<file path="config.mk">
export PLATFORM = sky130hd
export DESIGN_NAME = ifc_irq_ctrl
export DESIGN_NICKNAME = d
export VERILOG_FILES = /design/src/rtl/ifc_pkg.sv /design/src/rtl/ifc_wr_decode.sv /design/src/rtl/ifc_enable_reg.sv /design/src/rtl/ifc_flag_cell.sv /design/src/rtl/ifc_flag_bank.sv /design/src/rtl/ifc_prio_enc.sv /design/src/rtl/ifc_irq_ctrl.sv
export SDC_FILE = /design/constraint.sdc
export NUM_CORES = 1
export LEC_CHECK = 0
export BUFFER_PORTS_ARGS = -buffer_cell sky130_fd_sc_hd__buf_2
export CAP_MARGIN = 10
export CORE_MARGIN = 10
export CORE_UTILIZATION = 45
export DETAILED_ROUTE_END_ITERATION = 8
export HOLD_SLACK_MARGIN = 0.05
export PLACE_DENSITY = 0.76
export SKIP_CTS_REPAIR_TIMING = 1
export SYNTH_ARGS = -nofsm -noshare
export SYNTH_HDL_FRONTEND = slang
export SYNTH_SLANG_ARGS = --single-unit
export TNS_END_PERCENT = 5
</file>
<file path="constraint.sdc">
create_clock -name clk -period 1.3 [get_ports clk]
set_clock_uncertainty 0.2 [all_clocks]
set_input_delay 0.13 -clock clk [delete_from_list [all_inputs] [get_ports clk]]
set_output_delay 0.13 -clock clk [all_outputs]
set_load 0.05 [all_outputs]
</file>
<file path="src/rtl/ifc_pkg.sv">
package ifc_pkg;

    localparam int NSRC   = 8;
    localparam int CODE_W = 3;

    // flag / enable bit positions (decoded by software and by the encoder)
    localparam int BIT_RX0  = 0;
    localparam int BIT_RX1  = 1;
    localparam int BIT_TX0  = 2;
    localparam int BIT_TX1  = 3;
    localparam int BIT_TX2  = 4;
    localparam int BIT_ERR  = 5;
    localparam int BIT_WAKE = 6;
    localparam int BIT_MERR = 7;

    typedef logic [NSRC-1:0] src_vec_t;

    typedef enum logic [CODE_W-1:0] {
        CODE_NONE = 3'd0,
        CODE_ERR  = 3'd1,
        CODE_WAKE = 3'd2,
        CODE_TX0  = 3'd3,
        CODE_TX1  = 3'd4,
        CODE_TX2  = 3'd5,
        CODE_RX0  = 3'd6,
        CODE_RX1  = 3'd7
    } code_t;

    typedef struct packed {
        logic     en_hit;
        logic     fl_hit;
        src_vec_t mask;
        src_vec_t data;
    } host_wr_t;

    // lowest code value = highest priority; message error is never coded
    function automatic code_t prio_code(input src_vec_t pend);
        code_t c;
        if      (pend[BIT_ERR])  c = CODE_ERR;
        else if (pend[BIT_WAKE]) c = CODE_WAKE;
        else if (pend[BIT_TX0])  c = CODE_TX0;
        else if (pend[BIT_TX1])  c = CODE_TX1;
        else if (pend[BIT_TX2])  c = CODE_TX2;
        else if (pend[BIT_RX0])  c = CODE_RX0;
        else if (pend[BIT_RX1])  c = CODE_RX1;
        else                     c = CODE_NONE;
        return c;
    endfunction

endpackage

</file>
<file path="src/rtl/ifc_wr_decode.sv">
module ifc_wr_decode
    import ifc_pkg::*;
(
    input  logic     wr_en,
    input  logic     wr_sel,
    input  logic     wr_bitmod,
    input  src_vec_t wr_mask,
    input  src_vec_t wr_data,
    output host_wr_t hw_o
);
    always_comb begin
        hw_o.en_hit = wr_en && !wr_sel;
        hw_o.fl_hit = wr_en &&  wr_sel;
        hw_o.mask   = wr_bitmod ? wr_mask : '1;
        hw_o.data   = wr_data;
    end
endmodule

</file>
<file path="src/rtl/ifc_enable_reg.sv">
module ifc_enable_reg
    import ifc_pkg::*;
(
    input  logic     clk,
    input  logic     rst,
    input  logic     hit,
    input  src_vec_t mask,
    input  src_vec_t data,
    output src_vec_t en_q
);
    always_ff @(posedge clk) begin
        if (rst)      en_q <= '0;
        else if (hit) en_q <= (en_q & ~mask) | (data & mask);
    end

    AST_EN_UNMASKED_KEEP: assert property (@(posedge clk) disable iff (rst)
        hit |=> ((en_q ^ $past(en_q)) & ~$past(mask)) == '0);
    AST_EN_IDLE_KEEP: assert property (@(posedge clk) disable iff (rst)
        !hit |=> en_q == $past(en_q));
endmodule

</file>
<file path="src/rtl/ifc_flag_cell.sv">
module ifc_flag_cell (
    input  logic clk,
    input  logic rst,
    input  logic set_evt,
    input  logic hold,
    input  logic wr_hit,
    input  logic wr_val,
    output logic q
);
    logic q_nx;

    always_comb begin
        q_nx = q;
        if (wr_hit) begin
            if (wr_val)     q_nx = 1'b1;
            else if (!hold) q_nx = 1'b0;
        end
        if (set_evt) q_nx = 1'b1;   // hardware set wins over a clear
    end

    always_ff @(posedge clk) begin
        if (rst) q <= 1'b0;
        else     q <= q_nx;
    end
endmodule

</file>
<file path="src/rtl/ifc_flag_bank.sv">
module ifc_flag_bank
    import ifc_pkg::*;
(
    input  logic     clk,
    input  logic     rst,
    input  logic     hit,
    input  src_vec_t mask,
    input  src_vec_t data,
    input  src_vec_t evt_set,
    input  src_vec_t evt_hold,
    output src_vec_t fl_q
);
    src_vec_t cell_hit;
    assign cell_hit = hit ? mask : '0;

    for (genvar i = 0; i < NSRC; i++) begin : g_cell
        ifc_flag_cell u_cell (
            .clk     (clk),
            .rst     (rst),
            .set_evt (evt_set[i]),
            .hold    (evt_hold[i]),
            .wr_hit  (cell_hit[i]),
            .wr_val  (data[i]),
            .q       (fl_q[i])
        );
    end

    AST_EVT_SETS: assert property (@(posedge clk) disable iff (rst)
        (|evt_set) |=> (fl_q & $past(evt_set)) == $past(evt_set));
    AST_HOLD_BLOCKS_CLEAR: assert property (@(posedge clk) disable iff (rst)
        (|(fl_q & evt_hold)) |=> (fl_q & $past(fl_q & evt_hold)) == $past(fl_q & evt_hold));
    AST_MASK_ONLY: assert property (@(posedge clk) disable iff (rst)
        hit |=> ((fl_q ^ $past(fl_q)) & ~$past(mask) & ~$past(evt_set)) == '0);
    AST_HOST_SET: assert property (@(posedge clk) disable iff (rst)
        hit |=> (fl_q & $past(mask & data)) == $past(mask & data));
    AST_NO_SPONTANEOUS: assert property (@(posedge clk) disable iff (rst)
        !hit |=> (fl_q & ~$past(fl_q) & ~$past(evt_set)) == '0);
endmodule

</file>
<file path="src/rtl/ifc_prio_enc.sv">
module ifc_prio_enc
    import ifc_pkg::*;
(
    input  src_vec_t flags,
    input  src_vec_t enables,
    output logic     irq_n,
    output code_t    code
);
    src_vec_t pend;

    always_comb begin
        pend  = flags & enables;
        irq_n = ~(|pend);
        code  = prio_code(pend);
    end

    always_comb begin
        if (code != CODE_NONE) AST_CODE_NEEDS_IRQ: assert (!irq_n);
        if (irq_n) AST_IDLE_NO_CODE: assert (code == CODE_NONE);
    end
endmodule

</file>
<file path="src/rtl/ifc_irq_ctrl.sv">
module ifc_irq_ctrl
    import ifc_pkg::*;
(
    input  logic                  clk,
    input  logic                  rst,
    input  logic                  wr_en,
    input  logic                  wr_sel,
    input  logic                  wr_bitmod,
    input  logic [NSRC-1:0]       wr_mask,
    input  logic [NSRC-1:0]       wr_data,
    input  logic                  rd_sel,
    output logic [NSRC-1:0]       rd_data,
    input  logic [NSRC-1:0]       evt_set,
    input  logic [NSRC-1:0]       evt_hold,
    output logic                  irq_n,
    output logic [CODE_W-1:0]     irq_code
);
    host_wr_t wr;
    src_vec_t en_q;
    src_vec_t fl_q;
    code_t    code;

    ifc_wr_decode u_dec (
        .wr_en     (wr_en),
        .wr_sel    (wr_sel),
        .wr_bitmod (wr_bitmod),
        .wr_mask   (wr_mask),
        .wr_data   (wr_data),
        .hw_o      (wr)
    );

    ifc_enable_reg u_en (
        .clk  (clk),
        .rst  (rst),
        .hit  (wr.en_hit),
        .mask (wr.mask),
        .data (wr.data),
        .en_q (en_q)
    );

    ifc_flag_bank u_fl (
        .clk      (clk),
        .rst      (rst),
        .hit      (wr.fl_hit),
        .mask     (wr.mask),
        .data     (wr.data),
        .evt_set  (evt_set),
        .evt_hold (evt_hold),
        .fl_q     (fl_q)
    );

    ifc_prio_enc u_enc (
        .flags   (fl_q),
        .enables (en_q),
        .irq_n   (irq_n),
        .code    (code)
    );

    assign irq_code = code;
    assign rd_data  = rd_sel ? fl_q : en_q;

    AST_RESET_CLEAN: assert property (@(posedge clk)
        $past(rst) |-> (irq_n && irq_code == 3'd0));
    AST_SET_COLLIDE: assert property (@(posedge clk) disable iff (rst)
        (wr_en && wr_sel && (|(evt_set & wr_mask & ~wr_data))) |=> !(|($past(evt_set) & ~fl_q)));
    AST_MERR_UNCODED: assert property (@(posedge clk) disable iff (rst)
        (en_q == 8'h80 && fl_q[BIT_MERR]) |-> (!irq_n && irq_code == 3'd0));
endmodule

</file>
=== Yosys cells after proc, flatten, opt, wreduce, memory -nomap -nowiden ===
Cells that the tools add are included.

* Equal/unequal tests: 8
* Mux-type cells: 42
* Bitwise gates (word level): 6
* Reductions and logical operators: 20

{| class="wikitable"
|+ Operators with widths
! kind !! number
|-
| 1-bit two-way mux || 32
|-
| 8-bit AND || 3
|-
| 8-bit two-way mux || 3
|-
| 3-bit inequality test (second input constant) || 8
|-
| 3-bit two-way mux || 7
|-
| 2-bit AND reduction || 8
|-
| 2-bit nonzero test || 8
|-
| 8-bit NOT || 1
|-
| 8-bit bitwise OR || 1
|-
| 8-bit OR reduction || 1
|-
| 1-bit logical AND || 2
|-
| 1-bit logical NOT || 1
|-
| 1-bit NOT || 1
|}

* Register bits: 16
* Bits of input ports: 38
* Output and inout bits: 12

=== Depth between registers and ports, before layout ===
Gate-level depths: netlist of the first run.

* Depth after elaboration: 8
* Mapped depth: 4
* Gate-level depth less buffers: 3

=== Cells and area by module ===
A second synthesis of the first run with hierarchy kept.

* Cells, all modules: 127
* Area total of the unflattened synthesis: 1084.8 µm²

{| class="wikitable"
|+ By module, submodules not included
! module !! times used !! cells an instance !! area each (µm²) !! seq. area each (µm²)
|-
| ifc_enable_reg || 1 || 35 || 346.6 || 160.2
|-
| ifc_flag_cell || 8 || 5 || 38.8 || 20.0
|-
| ifc_irq_ctrl || 1 || 9 || 131.4 || 0.0
|-
| ifc_prio_enc || 1 || 17 || 123.9 || 0.0
|-
| ifc_wr_decode || 1 || 18 || 122.6 || 0.0
|-
| ifc_flag_bank || 1 || 8 || 50.0 || 0.0
|}

=== Least setup slack after synthesis of the first run ===
No wires, ideal clock.

* Kind: flip-flop to output port
* Start point: reg u_fl.g_cell[4].u_cell.q
* End point: out irq_code[1]
* Arrival time: 1.415 ns
* Required time: 0.970 ns
* Path slack: -0.445 ns
* Stages on the path, launching flop included: 4
* Buffers on the path: 0
* Cell sequence: dfxtp_1 > a22oi_1 > nand2_1 > a32oi_1

* Cells in the longest elaborated chain, start to end: 6

{| class="wikitable"
|+ RTL lines
! item !! RTL line !! text
|-
| start: declaration || ifc_flag_cell.sv:8 || <nowiki>output logic q</nowiki>
|-
| start signal: assignment || ifc_flag_cell.sv:23 || <nowiki>else q <= q_nx;</nowiki>
|-
| 8-bit AND || ifc_prio_enc.sv:12 || <nowiki>pend = flags & enables;</nowiki>
|-
| 3-bit two-way mux || ifc_pkg.sv:43 || <nowiki>else if (pend[BIT_TX2]) c = CODE_TX2;</nowiki>
|-
| 3-bit two-way mux || ifc_pkg.sv:42 || <nowiki>else if (pend[BIT_TX1]) c = CODE_TX1;</nowiki>
|-
| 3-bit two-way mux || ifc_pkg.sv:41 || <nowiki>else if (pend[BIT_TX0]) c = CODE_TX0;</nowiki>
|-
| 3-bit two-way mux || ifc_pkg.sv:40 || <nowiki>else if (pend[BIT_WAKE]) c = CODE_WAKE;</nowiki>
|-
| 3-bit two-way mux || ifc_pkg.sv:39 || <nowiki>if (pend[BIT_ERR]) c = CODE_ERR;</nowiki>
|-
| end: declaration || ifc_irq_ctrl.sv:16 || <nowiki>output logic [CODE_W-1:0] irq_code</nowiki>
|}

No other way between the ends.

==> results.json, run 1 <==
{
  "status": "complete, but fails checks",
  "violations": "setup timing",
  "rsz0062_at_grt": "true",
  "area_growth_pct": 76.6,
  "place_ws_ns": -0.231,
  "cts.sinks": 16,
  "hold_class": "in -> reg",
  "hold_viol": 0,
  "synth_fp_nets": 153,
  "setup_viol": 12,
  "die-area_sq_um": 4540,
  "port-buffer-count": 49,
  "yosys_warnings": 0,
  "finalWeightedCongestion": 0.779,
  "fin_cells": 236,
  "r2r.worst_path.cells": 3,
  "cp_num_buf_inv": 1,
  "diodes": 0,
  "start_util_pct": 46.6,
  "dp_hpwl_um": 2700,
  "clk_pin_slew_ns": 0.09,
  "drt_iter0_markers": 79,
  "r2r_slack_ns": 0.30,
  "clock_path_buffers": 2,
  "grt_pass1_vias": 1279,
  "finalPower_mw": 1.42,
  "maxCapViolCount": 0,
  "p_leak_nw": 0.810,
  "tightest_slew_ns": 0.393,
  "ir_worst_vdd_mv": 0.862,
  "ys_seq_elements": 16,
  "cts_root_buf": "clkbuf_4",
  "required_ns": 0.97,
  "min_from": "wr_mask[1]",
  "clock.fmax_ghz": 0.560,
  "layout_commonest_cell": "buf_2",
  "finalSetupTns_ns": -3.58,
  "netlist_area_sq_um": 1010,
  "avgSynthCellArea_sq_um": 8.79,
  "wl_per_cell_um": 17.3,
  "grt-ovfl-total": 0,
  "grt_pass1_wl_um": 5410,
  "setup_ws_ns": -0.486,
  "synth-seq-area-share_pct": 31.7,
  "yosysTopAreaCell": "dfxtp_1",
  "slowest_delay_ns": 0.34,
  "endpoint_kind": "output port",
  "worstPathCellList": "a22oi_2 > nand2_1 > a32oi_2 > buf_6",
  "drive_gt1_share_pct": 46.6,
  "synth_top_area_share_pct": 31.7,
  "first_pass_iters": 4,
  "synthTopCellsByArea": "dfxtp_1, nor2b_4, mux2_2",
  "drv_slew": 0,
  "cts_tree": "yes",
  "crit_type": "reg -> out",
  "p_per_area_nw_per_um2": 794,
  "cts_buffers": 3,
  "period_share_pct": 137,
  "rows": 17,
  "synth_cell_type_count": 25,
  "cp_max_fo": 2,
  "netlist_instances": 115,
  "placedCellCount": 202,
  "nets": 247,
  "fin_crit_ns": 1.79,
  "cp.arrival_ns": 1.46,
  "drtAntennaViolNets": 0,
  "die_y_um": 67.4,
  "crit_path_start_kind": "register",
  "r2r-end": "u_fl.g_cell[4].u_cell.q$_SDFFE_PP0P_",
  "vias_per_cell": 5.54,
  "antenna_found_initial": 0,
  "whs_path_depth": 4,
  "core_area_sq_um": 2170,
  "boundaryPins": 50,
  "clk_latency_ns": 0.28,
  "layout_common_cells": "buf_2, dlygate4sd3_1, buf_4",
  "fp.dieW_um": 67.4,
  "dr_total_vias": 1308,
  "fill_cells": 138,
  "drc": 0,
  "worstReg2RegStart": "u_fl.g_cell[4].u_cell.q$_SDFFE_PP0P_",
  "gr-usage-all-layers_pct": 14.6,
  "slew_headroom_pct": 73.7,
  "critPathSlowestCell": "dfxtp_1",
  "grt_max_degree": 17,
  "cp_top_family": "compound AO/OA/AOI/OAI gates",
  "htreeDepth": 1,
  "totalWireLength_um": 4090
}
[worst max path at each step]
stage / start / to / slack, ns / depth (start not counted)
after floorplan: register / irq_code[0] / -0.28 / 3
after global placement: register / irq_n / -0.19 / 4
after detailed placement: register / irq_n / -0.23 / 4
after CTS: register / irq_n / -0.56 / 4
after global routing: register / irq_code[1] / -0.53 / 4
final: register / irq_code[1] / -0.49 / 4
[metal layers]
| metal | GRT usage (%) | part of all wire, % | up-vias |
|---|---|---|---|
| met2 | 27.3 | 53 | 59 |
| li1 | - | - | 614 |
| met4 | 3.59 | 1.8 | 0 |
| met5 | 0 | 0 | - |
| met1 | 16.0 | 39 | 629 |
| met3 | 3.47 | 6.9 | 6 |
[cells by family after synthesis]
| kind of cell | share of synthesized area [%] |
|---|---|
| muxes | 8.91 |
| buffers and inverters | 3.46 |
| and+or+nand+nor | 27.0 |
| AOI/OAI and AO/OA | 29.0 |
| DFF | 31.7 |
[synth_stat cells]
cell / n
buf_1: 1
buf_2: 3
and2b_1: 1
dfxtp_1: 16
o21ai_1: 8
mux2_2: 8
o211ai_1: 1
clkbuf_2: 1
o31ai_2: 1
buf_6: 1
or2b_1: 6
nand2_1: 8
a22o_1: 1
a22oi_1: 1
nor2b_1: 2
nand2b_1: 4
a21oi_1: 15
o31ai_1: 7
a211oi_2: 1
a21oi_2: 1
and2_1: 1
a32oi_1: 2
nor2b_4: 7
a31oi_1: 8
nand3_1: 10
[power by group]
group	switching (mW)	leakage, nW	internal (mW)
Clock	0.158	0.0210	0.171
Sequential	0.0223	0.134	0.522
Combinational	0.287	0.655	0.257
Total	0.468	0.810	0.949
[stage by stage]
step | hold WS [ns] | area, sq um | utilization (%)
after floorplan | 0.0702 | 1030 | -
after global placement | 0.171 | 1400 | 64.4
after detailed placement | 0.178 | 1400 | 64.4
after CTS | -0.123 | 1430 | 66.1
after global routing | 0.0530 | 1790 | 82.3
final | 0.0160 | 1790 | 82.3
[tightest hold or removal path: stages]
cell and delay, ns:
buf_2 0.11, nor2b_4 0.04, o21ai_1 0.11, a21oi_1 0.07
[layout make-up]
| cell class | count | area, sq um | area share [%] |
|---|---|---|---|
| Tap cell | 28 | 35.0 | 1.96 |
| Timing Repair Buffer | 95 | 693 | 38.8 |
| Sequential cell | 16 | 325 | 18.2 |
| Multi-Input combinational cell | 93 | 696 | 39.0 |
| Clock buffer | 4 | 36.3 | 2.03 |
Power figures use the tool's default switching activity.
==> run 2: changes to the inputs <==
CTS_CLUSTER_DIAMETER = 60   (was unset)
PLACE_DENSITY = 0.79   (was 0.76)
==> results.json, run 2 (same netlist as run 1, synthesis figures left out) <==
{
  "grt_util_met2_pct": 24.8,
  "wl_per_cell_um": 18.3,
  "dp_hpwl_um": 2640,
  "first_pass_iters": 4,
  "cp.depth": 5,
  "finalWeightedCongestion": 0.849,
  "endpoint_kind": "output port",
  "period_share_pct": 135,
  "diodes": 0,
  "area_growth_pct": 76.9,
  "drt_iter0_markers": 137,
  "cts_root_buf": "clkbuf_4",
  "final_cell_area_sq_um": 1790,
  "cp_max_fo": 2,
  "worstPathCellList": "a22oi_2 > buf_4 > nand2b_4 > a211oi_4 > buf_6",
  "layout_common_cells": "buf_2, dlygate4sd3_1, buf_4",
  "cts_buffers": 3,
  "met3_usage_pct": 3.64,
  "fin_cells": 236,
  "r2r.worst_path.cells": 3,
  "tightest_slew_ns": 0.405,
  "post_dp_cell_area_sq_um": 1410,
  "cp_num_buf_inv": 2,
  "hold_viol": 1,
  "clock_path_buffers": 2,
  "crit_type": "reg -> out",
  "status": "complete, but fails checks",
  "grt_busiest_layer": "met2",
  "grt_max_degree": 17,
  "p_leak_nw": 0.813,
  "cts_tree": "yes",
  "gr-usage-all-layers_pct": 13.9,
  "rsz0062_at_grt": "true",
  "whs_path_depth": 4,
  "cp.arrival_ns": 1.42,
  "layout_commonest_cell": "buf_2",
  "crit_path_start_kind": "register",
  "grt-ovfl-total": 0,
  "violations": "hold timing, setup timing",
  "fp.dieW_um": 67.4,
  "boundaryPins": 50,
  "required_ns": 0.97,
  "dr_total_vias": 1379,
  "worstReg2RegStart": "u_fl.g_cell[1].u_cell.q$_SDFFE_PP0P_",
  "port-buffer-count": 49,
  "drive_gt1_share_pct": 49.0,
  "clk_latency_ns": 0.30,
  "grt_pass1_wl_um": 5050,
  "setup_viol": 12,
  "cp_top_family": "compound AO/OA/AOI/OAI gates",
  "hold_class": "in -> reg",
  "p_per_area_nw_per_um2": 807,
  "placedCellCount": 204,
  "min_from": "wr_mask[4]",
  "clk_pin_slew_ns": 0.10,
  "critPathSlowestCell": "dfxtp_2",
  "totalWireLength_um": 4330,
  "hold_slack_ns": -0.00775,
  "drc": 0,
  "die_y_um": 67.4,
  "grtUsageMet1_pct": 15.7,
  "cts.sinks": 16,
  "fill_cells": 137,
  "die-area_sq_um": 4540,
  "slowest_delay_ns": 0.34,
  "start_util_pct": 46.6,
  "maxCapViolCount": 0,
  "antenna_found_initial": 0,
  "grt_pass1_vias": 1218,
  "setup_ws_ns": -0.453,
  "drtAntennaViolNets": 0,
  "core_area_sq_um": 2170,
  "rows": 17,
  "htreeDepth": 1,
  "drv_slew": 0,
  "vias_per_cell": 5.84,
  "fin_crit_ns": 1.75,
  "place_ws_ns": -0.196,
  "clock.fmax_ghz": 0.571,
  "slew_headroom_pct": 73.0,
  "ir_worst_vdd_mv": 0.632,
  "nets": 247
}
==> run 2: per-stage QoR <==
| step | utilization, % | total power [mW] | setup TNS, ns | hold WS (ns) |
|---|---|---|---|---|
| 2_1_floorplan | - | 0.824 | -0.856 | 0.0702 |
| 3_3_place_gp | 65.1 | 0.979 | -0.530 | 0.176 |
| 3_5_place_dp | 65.1 | 0.990 | -0.588 | 0.178 |
| 4_1_cts | 66.8 | 1.31 | -3.71 | -0.117 |
| 5_1_grt | 82.4 | 1.49 | -3.99 | 0.0390 |
| 6_report | 82.4 | 1.44 | -3.68 | -0.00775 |
==> run 2: layout make-up <==
| cell class | count | area (sq um) | area share (%) |
|---|---|---|---|
| Clock buffer | 4 | 36.3 | 2.03 |
| Multi-Input combinational cell | 93 | 698 | 39.0 |
| Sequential cell | 16 | 327 | 18.3 |
| Tap cell | 28 | 35.0 | 1.96 |
| Timing Repair Buffer | 95 | 692 | 38.7 |
==> run 2: final timing paths <==
path / slack [ns] / to
hold reg to reg: 0.32 / u_fl.g_cell[7].u_cell.q$_SDFFE_PP0P_
setup reg to reg: 0.27 / u_fl.g_cell[1].u_cell.q$_SDFFE_PP0P_
setup / recovery: -0.45 / irq_n
hold / removal: -0.008 / register
==> run 2: metal layers <==
layer / share of wire (%) / vias to the layer above / wire [um]
met4: 2.6 / 0 / 113
met1: 35 / 650 / 1520
met2: 52 / 91 / 2250
li1: - / 623 / -
met5: 0 / - / 0
met3: 10 / 15 / 451
==> run 2: tightest hold or removal path, stage by stage <==
cell     delay, ns
buf_2         0.11
nor2b_4       0.04
o21ai_1       0.10
a21oi_1       0.07
==> run 2: where the power goes <==
| group | internal [mW] | switching [mW] |
|---|---|---|
| Sequential | 0.522 | 0.0216 |
| Clock | 0.171 | 0.177 |
| Combinational | 0.258 | 0.293 |
| Total | 0.951 | 0.491 |
==> run 3: changes to the inputs <==
--- a/config.mk
+++ b/config.mk
@@ -18,3 +18,3 @@
 export SYNTH_HDL_FRONTEND = slang
 export SYNTH_SLANG_ARGS = --single-unit
-export TNS_END_PERCENT = 5
+export TNS_END_PERCENT = 20
==> constraint.sdc (replaced) <==
create_clock -name clk -period 1.3 [get_ports clk]
set_clock_uncertainty 0.2 [all_clocks]
set_input_delay 0.26 -clock clk [delete_from_list [all_inputs] [get_ports clk]]
set_output_delay 0.26 -clock clk [all_outputs]
set_load 0.05 [all_outputs]
==> results.json, run 3 (same netlist as run 1, synthesis figures left out) <==
{
  "die-area_sq_um": 4540,
  "port-buffer-count": 49,
  "grt_pass1_wl_um": 5260,
  "cp_max_fo": 2,
  "multi_input_area_sq_um": 698,
  "hold_class": "in -> reg",
  "drt_iter0_markers": 45,
  "worstReg2RegStart": "u_fl.g_cell[1].u_cell.q$_SDFFE_PP0P_",
  "wl_per_cell_um": 16.0,
  "grt_max_degree": 17,
  "nets": 223,
  "cp_num_buf_inv": 2,
  "setup_ws_ns": -0.518,
  "hold_slack_ns": 0.0282,
  "grt-ovfl-total": 0,
  "clock_path_buffers": 2,
  "final_cell_area_sq_um": 1540,
  "dp_hpwl_um": 2690,
  "final-seq-area_sq_um": 327,
  "die_y_um": 67.4,
  "r2r.worst_path.cells": 3,
  "fill_cells": 178,
  "drtAntennaViolNets": 0,
  "violations": "setup timing",
  "crit_type": "reg -> out",
  "whs_path_depth": 3,
  "dr_total_vias": 1145,
  "hold_viol": 0,
  "rows": 17,
  "ir_worst_vdd_mv": 0.468,
  "boundaryPins": 50,
  "start_util_pct": 46.6,
  "cp.depth": 5,
  "endpoint_kind": "output port",
  "critPathSlowestCell": "dfxtp_2",
  "area_growth_pct": 52.1,
  "finalWeightedCongestion": 0.830,
  "antenna_found_initial": 0,
  "maxCapViolCount": 0,
  "diodes": 0,
  "fp.dieW_um": 67.4,
  "grt_pass1_vias": 1241,
  "worstPathCellList": "a22oi_2 > buf_4 > nand2b_4 > a211oi_4 > buf_6",
  "layout_common_cells": "buf_2, buf_4, a21oi_1",
  "p_leak_nw": 0.707,
  "finalPower_mw": 1.27,
  "htreeDepth": 1,
  "post_dp_cell_area_sq_um": 1420,
  "slowest_delay_ns": 0.33,
  "vias_per_cell": 5.43,
  "cts_root_buf": "clkbuf_4",
  "drc": 0,
  "gr-usage-all-layers_pct": 14.7,
  "crit_path_start_kind": "register",
  "clock.fmax_ghz": 0.550,
  "status": "complete, but fails checks",
  "layout_commonest_cell": "buf_2",
  "tightest_slew_ns": 0.376,
  "cp_top_family": "compound AO/OA/AOI/OAI gates",
  "setup_viol": 12,
  "p_per_area_nw_per_um2": 828,
  "required_ns": 0.84,
  "slew_headroom_pct": 74.9,
  "fin_crit_ns": 1.82,
  "min_from": "evt_set[7]",
  "cts.sinks": 16,
  "cp.arrival_ns": 1.36,
  "clk_pin_slew_ns": 0.09,
  "drv_slew": 0,
  "cts_buffers": 3,
  "clk_latency_ns": 0.27,
  "cts_tree": "yes",
  "first_pass_iters": 4,
  "drive_gt1_share_pct": 55.7,
  "core_area_sq_um": 2170,
  "period_share_pct": 140,
  "totalWireLength_um": 3370,
  "rsz0062_at_grt": "true"
}
[run 3: cell count changes in the layout (fill, tap and decap cells not counted), sizes merged]
cell and delta:
clkbuf -1, buf +1, dlygate4sd3 -25
[run 3: through the flow]
| stage | setup slack (ns) | std cells | TNS, ns | util, % |
|---|---|---|---|---|
| 2_1_floorplan | -0.407 | 115 | -1.81 | - |
| 3_3_place_gp | -0.314 | 205 | -2.95 | 65.5 |
| 3_5_place_dp | -0.321 | 205 | -3.27 | 65.5 |
| 4_1_cts | -0.645 | 208 | -5.26 | 66.5 |
| 5_1_grt | -0.563 | 211 | -5.13 | 70.9 |
| 6_report | -0.518 | 211 | -4.62 | 70.9 |
[run 3: worst reg2reg max path: stages (launching register included)]
cell and delay (ns):
dfxtp_1 0.34, buf_4 0.13, o31ai_1 0.06, a21oi_1 0.18
[run 3: path summary, 6_finish.rpt]
| kind | to | slack, ns |
|---|---|---|
| max | irq_n | -0.52 |
| min | u_fl.g_cell[7].u_cell.q$_SDFFE_PP0P_ | 0.03 |
| min reg2reg | u_fl.g_cell[7].u_cell.q$_SDFFE_PP0P_ | 0.32 |
| max reg2reg | u_fl.g_cell[1].u_cell.q$_SDFFE_PP0P_ | 0.31 |
[run 3: report_power, final]
group | internal, mW | total, mW | switching, mW | leakage, nW
Sequential | 0.522 | 0.541 | 0.0192 | 0.134
Combinational | 0.214 | 0.483 | 0.269 | 0.560
Clock | 0.107 | 0.248 | 0.141 | 0.0138
Total | 0.843 | 1.27 | 0.430 | 0.707
[run 3: area by class of cell]
| class | instances | share of cell area [%] |
|---|---|---|
| tap | 28 | 2.28 |
| multi-input combinational | 93 | 45.4 |
| clock buffer | 3 | 1.46 |
| timing repair buffer | 71 | 29.6 |
| sequential | 16 | 21.2 |
[run 3: per-layer routing]
metal	vias to the layer above	global-route usage, %	wire, um
met3	8	3.97	205
li1	570	-	-
met4	0	6.15	64
met2	42	26.1	1740
met5	-	0	0
met1	525	16.1	1370
